**config.mk**
```make
export PLATFORM = sky130hd
export DESIGN_NAME = pwrup_guard
export DESIGN_NICKNAME = d
export VERILOG_FILES = /design/src/rtl/pwrup_guard_pkg.sv /design/src/rtl/pwrup_guard_timer.sv /design/src/rtl/pwrup_guard_regs.sv /design/src/rtl/pwrup_guard_ctrl.sv /design/src/rtl/pwrup_guard.sv
export SDC_FILE = /design/constraint.sdc
export NUM_CORES = 1
export LEC_CHECK = 0
export CAP_MARGIN = 30
export CORE_MARGIN = 4
export CORE_UTILIZATION = 30
export CTS_CLUSTER_DIAMETER = 30
export DETAILED_ROUTE_END_ITERATION = 8
export PLACE_DENSITY = 0.56
export RECOVER_POWER = 25
export REMOVE_ABC_BUFFERS = 1
export SLEW_MARGIN = 20
export SYNTH_ARGS = -nofsm -noshare
export SYNTH_HDL_FRONTEND = slang
export SYNTH_SLANG_ARGS = --single-unit
```
**constraint.sdc**
```tcl
create_clock -name clk -period 1.7 [get_ports clk]
set_clock_uncertainty 0.1 [all_clocks]
set_input_delay 0.51 -clock clk [delete_from_list [all_inputs] [get_ports clk]]
set_output_delay 0.51 -clock clk [all_outputs]
set_load 0.01 [all_outputs]
```
**src/rtl/pwrup_guard_pkg.sv**
```systemverilog
package pwrup_guard_pkg;

  typedef enum logic [1:0] {
    PG_OFF     = 2'd0,
    PG_RECOVER = 2'd1,
    PG_READY   = 2'd2
  } pgState_e;

  typedef enum logic [1:0] {
    POL_CLR  = 2'd0,
    POL_SET  = 2'd1,
    POL_KEEP = 2'd2
  } rstPol_e;

  // control -> datapath strobes
  typedef struct packed {
    logic loadInit;
    logic loadWarm;
    logic wrAllow;
  } pgStrobe_t;

  localparam int NUM_FLAGS = 8;
  localparam int F_STOP    = 0;
  localparam int F_OUT     = 1;
  localparam int F_FT      = 2;
  localparam int F_AFE     = 3;
  localparam int F_ABE     = 4;
  localparam int F_SQWE    = 5;
  localparam int F_HT      = 6;
  localparam int F_RECSEL  = 7;

  localparam int WDOG_ADDR = 3;

  // location of every single-bit flag
  localparam int FLAG_ADDR [NUM_FLAGS] = '{1, 1, 1, 2, 2, 2, 2, 4};
  localparam int FLAG_BIT  [NUM_FLAGS] = '{7, 6, 5, 7, 6, 5, 4, 7};

  // value taken on each kind of power-up
  localparam rstPol_e INIT_POL [NUM_FLAGS] =
    '{POL_SET, POL_SET, POL_CLR, POL_CLR, POL_CLR, POL_CLR, POL_SET, POL_CLR};
  localparam rstPol_e WARM_POL [NUM_FLAGS] =
    '{POL_KEEP, POL_KEEP, POL_CLR, POL_CLR, POL_CLR, POL_CLR, POL_SET, POL_KEEP};

  function automatic logic applyPol(input rstPol_e pol, input logic cur);
    case (pol)
      POL_CLR: applyPol = 1'b0;
      POL_SET: applyPol = 1'b1;
      default: applyPol = cur;
    endcase
  endfunction

endpackage

```
**src/rtl/pwrup_guard_timer.sv**
```systemverilog
module pwrup_guard_timer #(
  parameter int SLOW_CYC = 3178,
  parameter int DFLT_CYC = 3932,
  parameter int FAST_CYC = 33
) (
  input  logic clk,
  input  logic rstN,
  input  logic run,
  input  logic recSel,
  input  logic stopBit,
  output logic done
);

  localparam int MAX_CYC = (SLOW_CYC > DFLT_CYC) ?
                           ((SLOW_CYC > FAST_CYC) ? SLOW_CYC : FAST_CYC) :
                           ((DFLT_CYC > FAST_CYC) ? DFLT_CYC : FAST_CYC);
  localparam int CNT_W = $clog2(MAX_CYC + 1);

  logic [CNT_W-1:0] cnt;
  logic [CNT_W-1:0] limit;

  always_comb begin
    if (recSel)       limit = CNT_W'(FAST_CYC);
    else if (stopBit) limit = CNT_W'(DFLT_CYC);
    else              limit = CNT_W'(SLOW_CYC);
  end

  always_ff @(posedge clk or negedge rstN) begin
    if (!rstN)     cnt <= '0;
    else if (!run) cnt <= '0;
    else           cnt <= cnt + CNT_W'(1);
  end

  assign done = run && (cnt == limit - CNT_W'(1));

  assert_count_below_limit_R5: assert property (@(posedge clk) disable iff (!rstN)
    run |-> (cnt < limit));

  assert_restart_from_zero_R10: assert property (@(posedge clk) disable iff (!rstN)
    !run |=> (cnt == '0));

endmodule

```
**src/rtl/pwrup_guard_regs.sv**
```systemverilog
module pwrup_guard_regs
  import pwrup_guard_pkg::*;
#(
  parameter int ADDR_W = 3,
  parameter int DATA_W = 8
) (
  input  logic              clk,
  input  logic              rstN,
  input  pgStrobe_t         strobe,
  input  logic              wrEn,
  input  logic [ADDR_W-1:0] wrAddr,
  input  logic [DATA_W-1:0] wrData,
  input  logic [ADDR_W-1:0] rdAddr,
  output logic [DATA_W-1:0] rdData,
  output logic              recSel,
  output logic              stopBit
);

  logic [NUM_FLAGS-1:0] flagQ;
  logic [DATA_W-1:0]    wdogQ;
  logic                 wrOk;

  assign wrOk = strobe.wrAllow && wrEn;

  for (genvar i = 0; i < NUM_FLAGS; i++) begin : g_flag
    always_ff @(posedge clk or negedge rstN) begin
      if (!rstN)
        flagQ[i] <= 1'b0;
      else if (strobe.loadInit)
        flagQ[i] <= applyPol(INIT_POL[i], flagQ[i]);
      else if (strobe.loadWarm)
        flagQ[i] <= applyPol(WARM_POL[i], flagQ[i]);
      else if (wrOk && (wrAddr == ADDR_W'(FLAG_ADDR[i])))
        flagQ[i] <= wrData[FLAG_BIT[i]];
    end
  end

  always_ff @(posedge clk or negedge rstN) begin
    if (!rstN)
      wdogQ <= '0;
    else if (strobe.loadInit || strobe.loadWarm)
      wdogQ <= '0;
    else if (wrOk && (wrAddr == ADDR_W'(WDOG_ADDR)))
      wdogQ <= wrData;
  end

  always_comb begin
    rdData = '0;
    if (rdAddr == ADDR_W'(WDOG_ADDR)) rdData = wdogQ;
    for (int i = 0; i < NUM_FLAGS; i++) begin
      if (rdAddr == ADDR_W'(FLAG_ADDR[i])) rdData[FLAG_BIT[i]] = flagQ[i];
    end
  end

  assign recSel  = flagQ[F_RECSEL];
  assign stopBit = flagQ[F_STOP];

  assert_quiet_when_blocked_R9: assert property (@(posedge clk) disable iff (!rstN)
    (!strobe.wrAllow && !strobe.loadInit && !strobe.loadWarm) |=> $stable({flagQ, wdogQ}));

  assert_initial_defaults_R7: assert property (@(posedge clk) disable iff (!rstN)
    strobe.loadInit |=> (flagQ[F_STOP] && flagQ[F_OUT] && flagQ[F_HT] &&
                         !flagQ[F_RECSEL] && (wdogQ == '0)));

  assert_warm_keeps_R8: assert property (@(posedge clk) disable iff (!rstN)
    strobe.loadWarm |=> ((flagQ[F_RECSEL] == $past(flagQ[F_RECSEL])) &&
                         (flagQ[F_STOP] == $past(flagQ[F_STOP])) &&
                         flagQ[F_HT] && (wdogQ == '0)));

endmodule

```
**src/rtl/pwrup_guard_ctrl.sv**
```systemverilog
module pwrup_guard_ctrl
  import pwrup_guard_pkg::*;
(
  input  logic      clk,
  input  logic      rstN,
  input  logic      supplyGood,
  input  logic      firstPower,
  input  logic      timerDone,
  output logic      timerRun,
  output pgStrobe_t strobe,
  output logic      chipEnOk
);

  pgState_e state;

  always_ff @(posedge clk or negedge rstN) begin
    if (!rstN)
      state <= PG_OFF;
    else if (!supplyGood)
      state <= PG_OFF;
    else begin
      case (state)
        PG_OFF:     state <= PG_RECOVER;
        PG_RECOVER: if (timerDone) state <= PG_READY;
        PG_READY:   state <= PG_READY;
        default:    state <= PG_OFF;
      endcase
    end
  end

  always_comb begin
    strobe.loadInit = (state == PG_OFF) && supplyGood && firstPower;
    strobe.loadWarm = (state == PG_OFF) && supplyGood && !firstPower;
    strobe.wrAllow  = (state == PG_READY);
  end

  assign timerRun = (state == PG_RECOVER);
  assign chipEnOk = (state == PG_READY);

  assert_drop_on_supply_loss_R2: assert property (@(posedge clk) disable iff (!rstN)
    !supplyGood |=> !chipEnOk);

  assert_ready_after_timer_R4: assert property (@(posedge clk) disable iff (!rstN)
    $rose(chipEnOk) |-> $past(timerDone));

  assert_one_strobe_R9: assert property (@(posedge clk) disable iff (!rstN)
    $onehot0({strobe.loadInit, strobe.loadWarm, strobe.wrAllow}));

endmodule

```
**src/rtl/pwrup_guard.sv**
```systemverilog
module pwrup_guard
  import pwrup_guard_pkg::*;
#(
  parameter int ADDR_W   = 3,
  parameter int DATA_W   = 8,
  parameter int SLOW_CYC = 3178,
  parameter int DFLT_CYC = 3932,
  parameter int FAST_CYC = 33
) (
  input  logic              clk,
  input  logic              rstN,
  input  logic              supplyGood,
  input  logic              firstPower,
  input  logic              wrEn,
  input  logic [ADDR_W-1:0] wrAddr,
  input  logic [DATA_W-1:0] wrData,
  input  logic [ADDR_W-1:0] rdAddr,
  output logic [DATA_W-1:0] rdData,
  output logic              chipEnOk
);

  pgStrobe_t strobe;
  logic      timerRun;
  logic      timerDone;
  logic      recSel;
  logic      stopBit;

  pwrup_guard_ctrl u_ctrl (
    .clk        (clk),
    .rstN       (rstN),
    .supplyGood (supplyGood),
    .firstPower (firstPower),
    .timerDone  (timerDone),
    .timerRun   (timerRun),
    .strobe     (strobe),
    .chipEnOk   (chipEnOk)
  );

  pwrup_guard_timer #(
    .SLOW_CYC (SLOW_CYC),
    .DFLT_CYC (DFLT_CYC),
    .FAST_CYC (FAST_CYC)
  ) u_timer (
    .clk     (clk),
    .rstN    (rstN),
    .run     (timerRun),
    .recSel  (recSel),
    .stopBit (stopBit),
    .done    (timerDone)
  );

  pwrup_guard_regs #(
    .ADDR_W (ADDR_W),
    .DATA_W (DATA_W)
  ) u_regs (
    .clk     (clk),
    .rstN    (rstN),
    .strobe  (strobe),
    .wrEn    (wrEn),
    .wrAddr  (wrAddr),
    .wrData  (wrData),
    .rdAddr  (rdAddr),
    .rdData  (rdData),
    .recSel  (recSel),
    .stopBit (stopBit)
  );

endmodule

```
# --- Word level (Yosys, flattened, before mapping) ---
# Cells that the tools add are included.
classes:
  n_reduce_logical: 19
  add_sub_neg: 2
  eq_ne: 13
  mux: 41
op_table:
  columns: ["operator", "count"]
  rows:
  - ["1-bit two-way mux", 32]
  - ["12-bit two-way mux", 2]
  - ["8-bit two-way mux", 3]
  - ["12-bit by 1-bit adder with 12-bit output (second input constant)", 1]
  - ["12-bit equality test", 1]
  - ["3-bit by 2-bit equality test with 1-bit output (second input constant)", 4]
  - ["12-bit by 1-bit subtractor with 12-bit output (second input constant)", 1]
  - ["10-bit two-way mux", 1]
  - ["1-bit logical AND", 9]
  - ["3-bit by 1-bit equality test with 1-bit output (second input constant)", 2]
  - ["3-bit equality test (second input constant)", 2]
  - ["2-bit one-hot mux with 3 select lines", 1]
  - ["2-bit nonzero test", 3]
  - ["3-bit nonzero test", 2]
  - ["2-bit two-way mux", 2]
  - ["2-bit AND reduction", 2]
  - ["3-bit != test (second input constant)", 1]
  - ["2-bit by 1-bit equality test with 1-bit output (second input constant)", 1]
  - ["2-bit equality test (second input constant)", 1]
  - ["2-bit logical NOT", 1]
  - ["2-bit by 1-bit != test with 1-bit output (second input constant)", 1]
  - ["1-bit logical NOT", 1]
  - ["1-bit logical OR", 1]
totals:
  output_inout_bits: 9
  elab_cells: 86
  input_bits: 19
  ff_bits: 30

# --- Logic depth before layout (Yosys ltp) ---
# Gate-level depths: netlist (run 1).
logic_depth:
  word_depth: 8
  depth_mapped: 7
  ltp_nobuf: 7

# --- Modules after synthesis ---
# A second synthesis (run 1) with hierarchy kept.
hier_totals:
  hier_cells: 181
  hier_area_um2: 1780.5
by_module_without_submodules:
  columns: ["module", "n_inst", "area_per_inst_um2", "cells_per_inst", "seq_area_each_um2"]
  rows:
  - ["pwrup_guard_regs", 1, 937.1, 95, 400.4]
  - ["pwrup_guard_timer", 1, 680.7, 69, 300.3]
  - ["pwrup_guard_ctrl", 1, 162.7, 17, 50.0]

# --- Worst setup path after synthesis (run 1) ---
# OpenSTA, ideal clock, no wires.
synth_timing:
  path_type: "input to output"
  start: "in rdAddr[0]"
  end: "out rdData[6]"
  arrival_time_ps: 1096
  path_buffers: 1
  setup_slack_ps: -6
  required_time_ps: 1090
  path_stages: 4
  path_cell_list: "clkbuf_1 nor2b_1 a22oi_1 nor2_1"
synth_between:
  elab_chain_cells: 4
  word_cells_on_any_way: 6
  classes_between: "eq/ne (3); mux (3)"
synth_rtl:
  columns: ["element", "line", "rtl"]
  rows:
  - ["start: declaration", "pwrup_guard.sv:17", "input logic [ADDR_W-1:0] rdAddr,"]
  - ["3-bit by 2-bit equality test with 1-bit output", "pwrup_guard_regs.sv:49", "if (rdAddr == ADDR_W'(WDOG_ADDR)) rdData = wdogQ;"]
  - ["8-bit two-way mux", "pwrup_guard_regs.sv:49", null]
  - ["1-bit two-way mux", "pwrup_guard_regs.sv:51", "if (rdAddr == ADDR_W'(FLAG_ADDR[i])) rdData[FLAG_BIT[i]] = flagQ[i];"]
  - ["1-bit two-way mux *", "pwrup_guard_regs.sv:51", null]
  - ["end: declaration", "pwrup_guard.sv:18", "output logic [DATA_W-1:0] rdData,"]
# Mark *: on every way between the ends. The rest lies on a longest branch, timed or not.

# --- Worst setup path in the final report (run 1) ---
layout_timing:
  start: "reg u_regs.flagQ[2]"
  end: "out rdData[5]"
layout_between:
  elab_chain_cells: 2
layout_rtl:
  columns: ["element", "line", "rtl"]
  rows:
  - ["start: declaration", "pwrup_guard_regs.sv:19", "logic [NUM_FLAGS-1:0] flagQ;"]
  - ["start signal: indexed assignment", "pwrup_guard_regs.sv:30", "flagQ[i] <= applyPol(INIT_POL[i], flagQ[i]);"]
  - ["start signal: indexed assignment", "pwrup_guard_regs.sv:32", "flagQ[i] <= applyPol(WARM_POL[i], flagQ[i]);"]
  - ["start signal: indexed assignment", "pwrup_guard_regs.sv:34", "flagQ[i] <= wrData[FLAG_BIT[i]];"]
  - ["1-bit two-way mux (2 in a row)", "pwrup_guard_regs.sv:51", null]
# Every way passes these cells.

==> results of run 1 <==
==> per-layer routing <==
layer | track usage (%) | vias to the layer above
met5 | 0 | -
met4 | 7.09 | 0
met3 | 2.44 | 7
met2 | 17.9 | 20
met1 | 17.8 | 636
li1 | - | 672
==> through the flow <==
step	cell area, sq um	worst slack (ps)
CTS	2300	-214
global placement	2150	-1050
finish	2370	-216
detailed placement	2150	-1060
global route	2370	-265
floorplan	1580	-3.65
==> layout by cell type (no fill, tap or decap), types with 3 or more instances in the layout <==
master           count
nor2_1              32
dfrtp_1             30
buf_4               24
mux2i_1             18
nand2_1             12
clkdlybuf4s50_1     10
buf_6                8
xor2_1               7
nand4_1              6
buf_2                6
clkbuf_8             5
inv_1                4
nand3_1              4
dlymetal6s2s_1       4
xnor2_1              3
and3_4               3
ha_1                 3
==> state kept, by name (all words and copies together) (netlist names) <==
signal / count
u_timer.cnt: 12
u_regs.wdogQ: 8
u_regs.flagQ: 6
u_ctrl.state: 2
u_regs.recSel: 1
u_regs.stopBit: 1
==> final cells by class <==
cell class	instances	area, sq um
Clock buffer	5	68.8
Clock inverter	3	40.0
Fill cell	497	2730
Inverter	6	22.5
Multi-Input combinational cell	119	903
Sequential cell	30	751
Tap cell	70	87.6
Timing Repair Buffer	56	500
==> cells by family (layout without fill, tap and decap cells) <==
| family | count (synthesis) | count (layout) |
|---|---|---|
| xor+xnor | 10 | 10 |
| simple gates | 73 | 73 |
| flops | 30 | 30 |
| mux | 20 | 20 |
| compound gates | 12 | 12 |
| buf+inv | 9 | 70 |
| fa+ha+maj | 4 | 4 |
==> critical path, delay by kind of cell (launching register included) <==
kind,cells,cell delay (ps)
AND/OR/NAND/NOR,1,60
flip-flops,1,390
multiplexers,1,280
buffers and inverters,1,140
AO/OA/AOI/OAI,1,160
==> how the worst max path moves through the flow <==
| stage | start | to | slack (ps) | depth (start not counted) |
|---|---|---|---|---|
| floorplan | rdAddr[1] | rdData[7] | -4 | 3 |
| global route | u_regs.flagQ[2]$_DFFE_PN0P_ | rdData[5] | -270 | 4 |
| finish | u_regs.flagQ[2]$_DFFE_PN0P_ | rdData[5] | -220 | 4 |
| CTS | u_regs.flagQ[2]$_DFFE_PN0P_ | rdData[5] | -210 | 4 |
| global placement | rdAddr[1] | rdData[5] | -1050 | 5 |
| detailed placement | rdAddr[1] | rdData[5] | -1060 | 5 |
==> power by group <==
| group | total (mW) | leakage [nW] | switching, mW | internal, mW |
|---|---|---|---|---|
| Combinational | 0.642 | 0.693 | 0.328 | 0.313 |
| Clock | 0.710 | 0.0579 | 0.279 | 0.431 |
| Sequential | 0.836 | 0.401 | 0.0626 | 0.773 |
==> repair_timing <==
action,in CTS,in global routing
resized for setup,71,17
endpoints found under the setup margin,12,20
setup buffers,2,2
pin swaps,7,3
==> results.tsv, run 1 <==
stage	metric	value	unit
critical_path	delay of the slowest critical-path stage	390	ps
run_status	status	finished with violations	
floorplan	Die Y	80.8	um
logic_synthesis	Syn Area/Cell	10.1	sq um
logic_synthesis	Post-synth top cells	nor2_1 (33), dfrtp_1 (30), mux2i_1 (18)	
route	Antenna Nets Post-Route	0	
sta	Setup-failing EPs final	8	
pwr	final total power	2.19	mW
worst_hold_path	hold crit path type	flop to flop	
logic_synthesis	Post-synth EDFFs	0	
critical_path	CP max stage cell	dfrtp_1	
clock_network	CTS buffer count	5	
pwr	Worst VDD drop	0.619	mV
route	DR top layer	met4	
logic_synthesis	Yosys reg bits	30	
route	DRC viols	0	
place	Placer Congestion	0.745	
route	met3 wire len	117	um
logic_synthesis	Netlist cell types	31	
floorplan	Core Area	5110	sq um
logic_synthesis	largest family of logic cells by synthesized area	simple AND/OR/NAND/NOR gates	
cells_and_area	synth-to-layout area growth	49.4	%
cells_and_area	Ant. Diodes	0	
floorplan	IO Pins	28	
pwr	Power per Cell Area	922	nW/um^2
critical_path	Reg-to-Reg Start	u_ctrl.state[0]$_DFFE_PN0P_	
logic_synthesis	Post-Syn Instances	158	
logic_synthesis	Yosys top cell area share	47.2	%
critical_path	R2R cell count	7	
grt	vias in the first global route	1279	
logic_synthesis	mux cell area share after synthesis	12.8	%
sta	Fin. Hold Viols	0	
grt	first-pass GRT wire length	6220	um
floorplan	DIE AREA	6530	sq um
logic_synthesis	ys async rst share	100	%
clock_network	clk root buf	clkbuf_8	
route	first drt pass iteration count	4	
floorplan	Die X	80.8	um
sta	Tmin final	1920	ps
critical_path	worst reg2reg path endpoint	u_regs.flagQ[6]$_DFFE_PN0P_	
route	WL/cell	13.1	um
place	IO Port Bufs	27	
pwr	leakage	1.15	nW
floorplan	initial core utilization	31.1	%
place	Final HPWL DP	2650	um
critical_path	Worst Path Required	1090	ps
logic_synthesis	Syn Std Cell Area	1590	sq um
critical_path	Setup crit end kind	primary output	
logic_synthesis	Adder-Cell Fraction of Synth Area	3.15	%
grt	initial antenna violation count	0	
sta	final worst-path cycle share	113	%
logic_synthesis	Yosys Warn Count	0	
worst_hold_path	hold endpoint	u_regs.flagQ[1]$_DFFE_PN0P_	
route	met1 wire length	1870	um
sta	Slew Viols, Final	0	
clock_network	htree depth	2	
worst_hold_path	worst min-delay path startpoint	u_regs.flagQ[1]$_DFFE_PN0P_	
job	Max-Cap Viols	0	
clock_network	cts hold-fix bufs	0	
route	WL met2	1700	um
grt	largest net degree at the start of global routing	31	
critical_path	R2R setup slack	90	ps
critical_path	Worst setup SP type	flop	
clock_network	CTS Buffer Depth	2	
cells_and_area	layout cell share with drive strength beyond 1	32.9	%
critical_path	cells along the critical path	mux2_4 > a22oi_2 > nor2_1 > buf_2	
sta	Slew headroom	50.5	%
clock_network	worst skew pair latency	280	ps
cells_and_area	Final Util	46.5	%
logic_synthesis	top cells by area, synth	dfrtp_1 (47%), mux2i_1 (11%), nor2_1 (7.8%)	
logic_synthesis	Simple-Gate Fraction of Synth Area	23.7	%
clock_network	CTS tree	yes	
place	DP Cell Count	277	
sta	unrepaired setup endpoints after global routing	yes	
run_status	failing checks	setup timing	
logic_synthesis	top-count cell post-synth	nor2_1	
clock_network	clock slew seen by the registers of the worst setup and hold paths	70	ps
critical_path	Max FO, Critical Path	2	
sta	Setup WS post-layout	-216	ps
logic_synthesis	Post-Synth XOR/XNOR Area	5.51	%
critical_path	Setup CP Type	flop to primary output	
grt	total global-route track usage	12.6	%
cells_and_area	non-filler cells, final	289	
logic_synthesis	Primary FF master, synth	dfrtp_1	
worst_hold_path	hold path cells	1	
logic_synthesis	cell accounting for the most synthesized area	dfrtp_1	
sta	Slew @ Worst Pin	742	ps
clock_network	Sink Count	30	
cells_and_area	Final nets	241	
sta	WHS	408	ps
route	via count	1335	
floorplan	Rows	26	
route	DRT Wirelength	3780	um
logic_synthesis	register area share after synthesis	47.2	%
route	vias per cell	4.62	
logic_synthesis	Compound-Gate Fraction of Synth Area	5.51	%
grt	global route overflow	0	
sta	fmax	0.522	GHz
route	initial drt markers	65	
critical_path	CP arrival	1310	ps
sta	TNS Setup	-643	ps
No activity file was read; power rests on OpenSTA's default activity.
==> run 2, diff against run 1 <==
--- a/config.mk
+++ b/config.mk
@@ -7,10 +7,10 @@
 export LEC_CHECK = 0
 export CAP_MARGIN = 30
 export CORE_MARGIN = 4
-export CORE_UTILIZATION = 30
+export CORE_UTILIZATION = 52
 export CTS_CLUSTER_DIAMETER = 30
 export DETAILED_ROUTE_END_ITERATION = 8
-export PLACE_DENSITY = 0.56
+export PLACE_DENSITY = 0.85
 export RECOVER_POWER = 25
 export REMOVE_ABC_BUFFERS = 1
 export SLEW_MARGIN = 20
==> results.tsv, run 2 (synthesized netlist as in run 1, its figures left out) <==
stage	metric	value	unit
critical_path	worst reg2reg path endpoint	u_regs.flagQ[4]$_DFFE_PN0P_	
sta	Setup-failing EPs final	11	
clock_network	worst skew pair latency	360	ps
clock_network	CTS buffer count	5	
critical_path	Reg-to-Reg Start	u_ctrl.state[0]$_DFFE_PN0P_	
job	Max-Cap Viols	0	
clock_network	clk root buf	clkbuf_4	
cells_and_area	Final nets	243	
sta	final worst-path cycle share	118	%
cells_and_area	commonest cells after routing, fill and taps aside	nor2_1 (32), dfrtp_1 (30), buf_4 (29), mux2i_1 (15), clkdlybuf4s50_1 (13)	
cells_and_area	max FFs per register	12	
place	DP Cell Count	236	
grt	first-pass GRT wire length	6700	um
grt	largest net degree at the start of global routing	31	
sta	Slew headroom	50.5	%
clock_network	CTS tree	yes	
critical_path	R2R setup slack	20	ps
sta	unrepaired setup endpoints after global routing	yes	
floorplan	Die X	63.3	um
clock_network	htree depth	2	
cells_and_area	synth-to-layout area growth	44.3	%
sta	fmax	0.497	GHz
critical_path	CP arrival	1400	ps
worst_hold_path	hold crit path type	flop to flop	
place	IO Port Bufs	27	
cells_and_area	layout cell share with drive strength beyond 1	35.7	%
grt	total global-route track usage	21.5	%
cells_and_area	commonest non-fill, non-tap cell in the layout	nor2_1	
run_status	failing checks	setup timing	
pwr	leakage	1.09	nW
floorplan	IO Pins	28	
sta	Tmin final	2010	ps
sta	TNS Setup	-1350	ps
place	worst slack, placed	-1060	ps
grt	vias in the first global route	1464	
route	DRT Wirelength	4690	um
sta	Setup WS post-layout	-312	ps
critical_path	Worst Path Required	1090	ps
route	first drt pass iteration count	4	
worst_hold_path	worst min-delay path startpoint	u_regs.wdogQ[3]$_DFFE_PN0P_	
critical_path	Max FO, Critical Path	2	
pwr	Power per Cell Area	888	nW/um^2
critical_path	Setup CP Type	flop to primary output	
place	Placer Congestion	0.839	
sta	Slew @ Worst Pin	742	ps
sta	Fin. Hold Viols	0	
route	via count	1458	
clock_network	cts hold-fix bufs	0	
critical_path	Worst setup SP type	flop	
critical_path	R2R cell count	7	
cells_and_area	non-filler cells, final	252	
floorplan	DIE AREA	4000	sq um
critical_path	Setup crit start	u_regs.wdogQ[5]$_DFFE_PN0P_	
pwr	final total power	2.03	mW
clock_network	CTS Buffer Depth	2	
floorplan	Core Area	2830	sq um
floorplan	Rows	19	
run_status	status	finished with violations	
critical_path	Setup crit end kind	primary output	
sta	Slew Viols, Final	0	
clock_network	Sink Count	30	
grt	initial antenna violation count	0	
critical_path	worst setup path end	rdData[5]	
clock_network	clock slew seen by the registers of the worst setup and hold paths	100	ps
route	vias per cell	5.79	
cells_and_area	Ant. Diodes	0	
pwr	Worst VDD drop	0.854	mV
sta	WHS	441	ps
route	WL/cell	18.6	um
route	initial drt markers	80	
cells_and_area	largest register by flop count	u_timer.cnt	
route	Antenna Nets Post-Route	0	
floorplan	initial core utilization	56.2	%
route	DRC viols	0	
place	Final HPWL DP	2800	um
cells_and_area	top flop regs	u_timer.cnt x12, u_regs.wdogQ x8, u_regs.flagQ x6	
grt	global route overflow	0	
floorplan	Die Y	63.3	um
run 2: per-stage QoR:
stage	utilization [%]	cell area, sq um
after floorplan	-	1580
after global placement	73.7	2080
after detailed placement	73.7	2080
after CTS	76.5	2160
after global routing	81.0	2290
final	81.0	2290
run 2: repair_timing:
item,CTS,global route
buffers inserted,4,4
setup endpoints to repair,10,24
pin swaps,4,8
resized for setup,62,27
run 2: critical path, stage by stage, from the launching register on:
cell	delay, ps
dfrtp_1	410
mux2_2	290
a22oi_2	160
nor2_1	50
buf_2	130
run 2: metal layers:
metal  vias to the layer above  track usage (%)  routed length (um)
li1                        670                -                   -
met1                       727             25.1                1810
met3                        15             7.99                 250
met2                        46             36.0                2470
met5                         -                0                   0
met4                         0             7.82                 158
run 2: area by class of cell:
class                   instances  area [sq um]
clock buffers                   7          55.1
clock inverters                 1          5.00
fillers                       148           537
inverters                       6          22.5
multi-input cells             119           921
flip-flops and latches         30           751
well taps                      31          38.8
repair buffers                 58           499
run 2: how the worst min path moves through the flow:
stage / endpoint / cells after the start / slack (ps)
CTS: u_timer.cnt[11]$_DFF_PN0_ / 2 / 420
global route: u_timer.cnt[0]$_DFF_PN0_ / 1 / 460
detailed placement: u_regs.flagQ[6]$_DFFE_PN0P_ / 2 / 400
finish: u_regs.wdogQ[3]$_DFFE_PN0P_ / 2 / 440
floorplan: u_ctrl.state[0]$_DFFE_PN0P_ / 0 / 110
global placement: u_regs.flagQ[6]$_DFFE_PN0P_ / 2 / 390
run 2: power by group:
part | switching, mW | internal, mW
clock network | 0.267 | 0.200
registers | 0.0668 | 0.772
logic | 0.387 | 0.342
total | 0.721 | 1.31
